[src/rtl/canRxPkg.sv]
package canRxPkg;
  // Strobes from control to the buffer datapath
  typedef struct packed {
    logic bgWrEn;  // accept the current receive-engine byte into the back slot
    logic copyEn;  // copy whole back slot into the front slot this edge
  } bufCtlT;
endpackage

[src/rtl/canRxBuf.sv]
module canRxBuf
  import canRxPkg::*;
#(
  parameter int MSG_BYTES = 13,
  parameter int ADDR_W    = $clog2(MSG_BYTES)
) (
  input  logic              clk,
  input  logic              rstN,
  input  bufCtlT            ctl,
  input  logic [ADDR_W-1:0] wrIdx,
  input  logic [7:0]        wrData,
  input  logic [ADDR_W-1:0] hostAddr,
  output logic [7:0]        hostRdata
);
  logic [MSG_BYTES-1:0][7:0] bgMem;
  logic [MSG_BYTES-1:0][7:0] fgMem;

  for (genvar gi = 0; gi < MSG_BYTES; gi++) begin : gSlot
    always_ff @(posedge clk or negedge rstN) begin
      if (!rstN) begin
        bgMem[gi] <= '0;
        fgMem[gi] <= '0;
      end else begin
        if (ctl.bgWrEn && wrIdx == ADDR_W'(gi)) bgMem[gi] <= wrData;
        if (ctl.copyEn) fgMem[gi] <= bgMem[gi];
      end
    end
  end

  always_comb begin
    hostRdata = '0;
    for (int i = 0; i < MSG_BYTES; i++)
      if (hostAddr == ADDR_W'(i)) hostRdata = fgMem[i];
  end


  fg_hold_chk: assert property (@(posedge clk) disable iff (!rstN)
    !ctl.copyEn |=> $stable(fgMem));
endmodule

[src/rtl/canRxCtrl.sv]
module canRxCtrl
  import canRxPkg::*;
(
  input  logic   clk,
  input  logic   rstN,
  input  logic   wrValid,
  input  logic   frameStart,
  input  logic   frameDone,
  input  logic   idMatch,
  input  logic   ownFrame,
  input  logic   loopBack,
  input  logic   hostClrFull,
  input  logic   hostClrOvr,
  input  logic   rxIntEn,
  input  logic   ovrIntEn,
  output bufCtlT ctl,
  output logic   rxFull,
  output logic   ovrFlag,
  output logic   rxIrq,
  output logic   ovrIrq
);
  logic bgPending;
  logic dropFrame;
  logic eligible, promoteNew, holdNew, promotePend, overrunHit;

  always_comb begin
    eligible    = frameDone && !dropFrame && !bgPending && idMatch
                  && (!ownFrame || loopBack);
    promoteNew  = eligible && !rxFull;
    holdNew     = eligible && rxFull;
    promotePend = bgPending && !rxFull;
    overrunHit  = frameStart && bgPending;
    ctl.copyEn  = promoteNew || promotePend;
    ctl.bgWrEn  = wrValid && !bgPending && !dropFrame;
  end

  always_ff @(posedge clk or negedge rstN) begin
    if (!rstN) begin
      rxFull    <= 1'b0;
      bgPending <= 1'b0;
      dropFrame <= 1'b0;
      ovrFlag   <= 1'b0;
    end else begin
      // promotion wins over a simultaneous host release
      if (ctl.copyEn)       rxFull <= 1'b1;
      else if (hostClrFull) rxFull <= 1'b0;

      if (holdNew)          bgPending <= 1'b1;
      else if (promotePend) bgPending <= 1'b0;

      if (overrunHit)       dropFrame <= 1'b1;
      else if (frameDone)   dropFrame <= 1'b0;

      if (overrunHit)       ovrFlag <= 1'b1;
      else if (hostClrOvr)  ovrFlag <= 1'b0;
    end
  end

  assign rxIrq  = rxFull && rxIntEn;
  assign ovrIrq = ovrFlag && ovrIntEn;


  promote_wins_chk: assert property (@(posedge clk) disable iff (!rstN)
    ctl.copyEn |=> rxFull);

  pend_release_chk: assert property (@(posedge clk) disable iff (!rstN)
    (bgPending && !rxFull) |=> (rxFull && !bgPending));

  ovr_drop_chk: assert property (@(posedge clk) disable iff (!rstN)
    $rose(ovrFlag) |-> dropFrame);

  ovr_sticky_chk: assert property (@(posedge clk) disable iff (!rstN)
    (ovrFlag && !hostClrOvr) |=> ovrFlag);

  rx_irq_chk: assert property (@(posedge clk) disable iff (!rstN)
    $rose(rxIrq) |-> rxFull);
endmodule

[src/rtl/canRxStore.sv]
module canRxStore
  import canRxPkg::*;
#(
  parameter int MSG_BYTES = 13,
  parameter int ADDR_W    = $clog2(MSG_BYTES)
) (
  input  logic              clk,
  input  logic              rstN,
  input  logic              wrValid,
  input  logic [ADDR_W-1:0] wrIdx,
  input  logic [7:0]        wrData,
  input  logic              frameStart,
  input  logic              frameDone,
  input  logic              idMatch,
  input  logic              ownFrame,
  input  logic              loopBack,
  input  logic [ADDR_W-1:0] hostAddr,
  output logic [7:0]        hostRdata,
  input  logic              hostClrFull,
  input  logic              hostClrOvr,
  input  logic              rxIntEn,
  input  logic              ovrIntEn,
  output logic              rxFull,
  output logic              ovrFlag,
  output logic              rxIrq,
  output logic              ovrIrq
);
  bufCtlT ctl;

  canRxCtrl u_ctrl (
    .clk(clk), .rstN(rstN), .wrValid(wrValid), .frameStart(frameStart),
    .frameDone(frameDone), .idMatch(idMatch), .ownFrame(ownFrame),
    .loopBack(loopBack), .hostClrFull(hostClrFull), .hostClrOvr(hostClrOvr),
    .rxIntEn(rxIntEn), .ovrIntEn(ovrIntEn), .ctl(ctl), .rxFull(rxFull),
    .ovrFlag(ovrFlag), .rxIrq(rxIrq), .ovrIrq(ovrIrq)
  );

  canRxBuf #(.MSG_BYTES(MSG_BYTES), .ADDR_W(ADDR_W)) u_buf (
    .clk(clk), .rstN(rstN), .ctl(ctl), .wrIdx(wrIdx), .wrData(wrData),
    .hostAddr(hostAddr), .hostRdata(hostRdata)
  );
endmodule

[config.mk]
export PLATFORM = sky130hd
export DESIGN_NAME = canRxStore
export DESIGN_NICKNAME = d
export VERILOG_FILES = /design/src/rtl/canRxPkg.sv /design/src/rtl/canRxBuf.sv /design/src/rtl/canRxCtrl.sv /design/src/rtl/canRxStore.sv
export SDC_FILE = /design/constraint.sdc
export NUM_CORES = 1
export LEC_CHECK = 0
export BUFFER_PORTS_ARGS = -buffer_cell sky130_fd_sc_hd__clkbuf_2
export CAP_MARGIN = 10
export CORE_AREA = 3 3 141 143
export DETAILED_ROUTE_END_ITERATION = 6
export DIE_AREA = 0 0 144 146
export PLACE_DENSITY = 0.66
export SLEW_MARGIN = 10
export SYNTH_ARGS = -nofsm -noshare
export SYNTH_HDL_FRONTEND = slang
export SYNTH_SLANG_ARGS = --single-unit
[constraint.sdc]
create_clock -name clk -period 2.8 [get_ports clk]
set_clock_uncertainty 0.2 [all_clocks]
set_input_delay 0.56 -clock clk [delete_from_list [all_inputs] [get_ports clk]]
set_output_delay 0.56 -clock clk [all_outputs]
set_load 0.005 [all_outputs]
==> results.sh <==
export IMPL_wl_um=22800
export IMPL_yosysMostFrequentCell="dfrtp_1"
export IMPL_areaGrowthSynthToFinish_pct=21.31
export IMPL_synth_edf_count=0
export IMPL_min_from="hostClrFull"
export IMPL_viasPerCell=5.860
export IMPL_fin_crit_sh_pct=98.12
export IMPL_h_tree_depth=1
export IMPL_r2r_slack_ns=0.57
export IMPL_drcViolationCount=0
export IMPL_core_um2=18710
export IMPL_critPathTopFamily="compound AO/OA/AOI/OAI gates"
export IMPL_r2r_start="u_ctrl.bgPending"
export IMPL_pin_count=40
export IMPL_leakage_nw=5.013
export IMPL_cpMaxStageDelayCell="o311a_1"
export IMPL_drive_above_1_share_pct=47.20
export IMPL_dp_hpwl_um=15160
export IMPL_power_internal_mw=7.490
export IMPL_synth_top_area_share_pct=57.26
export IMPL_hold_end="u_ctrl.rxFull"
export IMPL_ys_flop_type="dfrtp_1"
export IMPL_outcome="finished clean"
export IMPL_io_buffer_count=39
export IMPL_die_w_um=144
export IMPL_clock_latency_ns=0.49
export IMPL_startpoint_type="input pin"
export IMPL_die_y_um=146
export IMPL_period_needed_ns=2.747
export IMPL_r2r_cells=4
export IMPL_synth_top_cell_by_area="dfrtp_1"
export IMPL_grt_pass1_vias=6362
export IMPL_slew_headroom_pct=60.38
export IMPL_syn_inst=704
export IMPL_worstPathRequired_ns=2.04
export IMPL_path_class="in -> out"
export IMPL_synth_warnings=0
export IMPL_crit_fanout=8
export IMPL_synth_distinct_cells=40
export IMPL_start_util_pct=49.53
export IMPL_slew_viol_final=0
export IMPL_hold_path_class="in -> reg"
export IMPL_post_cts_buffers=0
export IMPL_cp_arrival_ns=1.99
export IMPL_fp_dieArea_um2=21020
export IMPL_cts_buffers=23
export IMPL_setup_viol=0
export IMPL_first_pass_iters=7
export IMPL_cpPeakStageDelay_ns=0.28
export IMPL_end_kind="output port"
export IMPL_async_reset_ff_share_pct=100.0
export IMPL_grt_pass1_wl_um=36080
export IMPL_ys_seq_area_share_pct=57.26
export IMPL_netlist_top_cells_count="212 x dfrtp_1, 194 x mux2_2, 46 x o21ai_0"
export IMPL_tritoncts="built"
export IMPL_diodes=0
export IMPL_worst_pin_slew_ns=0.5930
export IMPL_r2r_end="u_buf.bgMem[34]"
export IMPL_grtUsageTotal_pct=21.89
export IMPL_final_util_pct=60.09
export IMPL_p_comb_share_pct=22.9
export IMPL_syn_nets=732
export IMPL_netlist_area_um2=9265
export IMPL_cts_num_sinks=212
export IMPL_min_path_cells=2
export IMPL_max_cap_violations=0
export IMPL_fmax_mhz=364.0
export IMPL_avgRoutedWirePerCell_um=21.99
export IMPL_grt_max_degree=67
export IMPL_hold_viol=0
export IMPL_clock_path_buffers=3
export IMPL_ys_ff_latch=212
export IMPL_p_seq_share_pct=47.7
export IMPL_syn_area_per_cell_um2=13.16
export IMPL_p_sw_mw=2.924
export IMPL_clockRootBuffer="clkbuf_16"
export IMPL_dp_cells=992
export IMPL_peakVddDrop_mv=0.4139
export IMPL_nFillCells=1431
export IMPL_path_cells="buf_8, buf_12, buf_4, mux2i_2, o221ai_1, o21ai_0, o311a_1, o21ai_1, clkbuf_2"
export IMPL_place_congestion=0.8776
export IMPL_grt_ovfl_total=0
export IMPL_drtIter0Drc=371
export IMPL_pwr_share_clk_pct=29.4
export IMPL_antenna_found_initial=0
export IMPL_final_instance_count_excl_fill=1037
export IMPL_path_clk_slew_ns=0.06
export IMPL_finalNetCount=815
export IMPL_swShare_pct=28.08
export IMPL_rows=50
export IMPL_ant_nets=0
export IMPL_vias=6077
export IMPL_critPathBufInv=4
export IMPL_synthTopCellsByArea="dfrtp_1 57%, mux2_2 24%, mux2i_1 2.5%"
export IMPL_powerDensity_nw_per_um2=926.5
routing by layer:
metal / vias to the layer above / global-route usage [%] / share of wire [%]
met5: - / 0 / 0
met1: 3174 / 30.56 / 44
met4: 0 / 5.273 / 2.0
met2: 158 / 36.29 / 50
met3: 32 / 3.056 / 4.7
li1: 2713 / - / -
layout by cell type (no fill, tap or decap), drive strengths merged, types with 3 or more instances in the layout:
cell	n
inv	17
buf	67
and2	5
a211o	6
dfrtp	212
a21oi	4
mux2	194
o21ai	46
o221ai	12
nand2b	9
bufinv	3
clkinv	7
nor2b	6
nand2	44
o311a	6
nor2	20
and4	3
a32oi	6
o22ai	16
clkbuf	68
mux2i	23
a211oi	6
area by class of cell:
| cell class | count | area [µm²] | share of cell area [%] |
|---|---|---|---|
| sequential | 212 | 5305 | 47.20 |
| multi-input combinational | 427 | 3870 | 34.43 |
| timing repair buffer | 106 | 943.4 | 8.394 |
| clock buffer | 30 | 631.9 | 5.622 |
| tap | 234 | 292.8 | 2.605 |
| clock inverter | 11 | 132.6 | 1.180 |
| inverter | 17 | 63.81 | 0.5677 |
what timing repair did:
action / CTS / global route
hold buffers: 1 / 0
hold endpoints to repair: 63 / 0
resized for setup: 26 / 37
pin swaps: 1 / 7
endpoints found under the setup margin: 8 / 8
gates cloned: 1 / 2
power groups by stage:
stage | Combinational (mW) | Sequential [mW] | Clock (mW)
after global routing | 2.61 | 5.09 | 3.24
after floorplan | 1.62 | 4.67 | 0
after global placement | 2.15 | 4.91 | 0
final | 2.39 | 4.97 | 3.06
after CTS | 2.33 | 4.94 | 3.11
after detailed placement | 2.26 | 4.97 | 0
registers in the layout, indices dropped and copies added, names as in the netlist:
signal            count
u_buf.bgMem         104
u_buf.fgMem         104
u_ctrl.bgPending      1
u_ctrl.dropFrame      1
u_ctrl.ovrFlag        1
u_ctrl.rxFull         1
worst reg2reg max path, delay by kind of cell, from the launching register on:
kind | cells | cell delay [ns]
simple gates | 3 | 1.09
flops | 1 | 0.42
mux | 1 | 0.41
worst max-delay path by stage:
stage | start | end | slack, ns | depth (start not counted)
5_1_grt | hostAddr[2] | hostRdata[6] | -0.02 | 8
3_3_place_gp | hostAddr[1] | hostRdata[5] | -0.12 | 7
2_1_floorplan | hostAddr[1] | hostRdata[6] | 0.28 | 7
4_1_cts | hostAddr[1] | hostRdata[7] | -0.04 | 10
3_5_place_dp | hostAddr[1] | hostRdata[5] | -0.23 | 8
6_report | hostAddr[1] | hostRdata[4] | 0.05 | 9
logic make-up after synthesis:
family          share of synthesized area, %
compound gates                         8.170
buf+inv                                3.065
flops                                  57.26
mux                                    26.06
simple gates                           5.442
metrics by stage:
step	hold WS (ns)	setup WS [ns]	total power [mW]	cell area [µm²]	setup TNS (ns)
finish	0.04537	0.05268	10.41	11240	0
floorplan	0.06441	0.2815	6.290	9265	0
detailed placement	0.2684	-0.2334	7.225	10170	-0.6024
CTS	0.03474	-0.03688	10.38	11050	-0.1016
global placement	0.2546	-0.1181	7.059	10170	-0.4781
global route	0.03887	-0.01542	10.94	11240	-0.01961
Power figures use the tool's default switching activity.
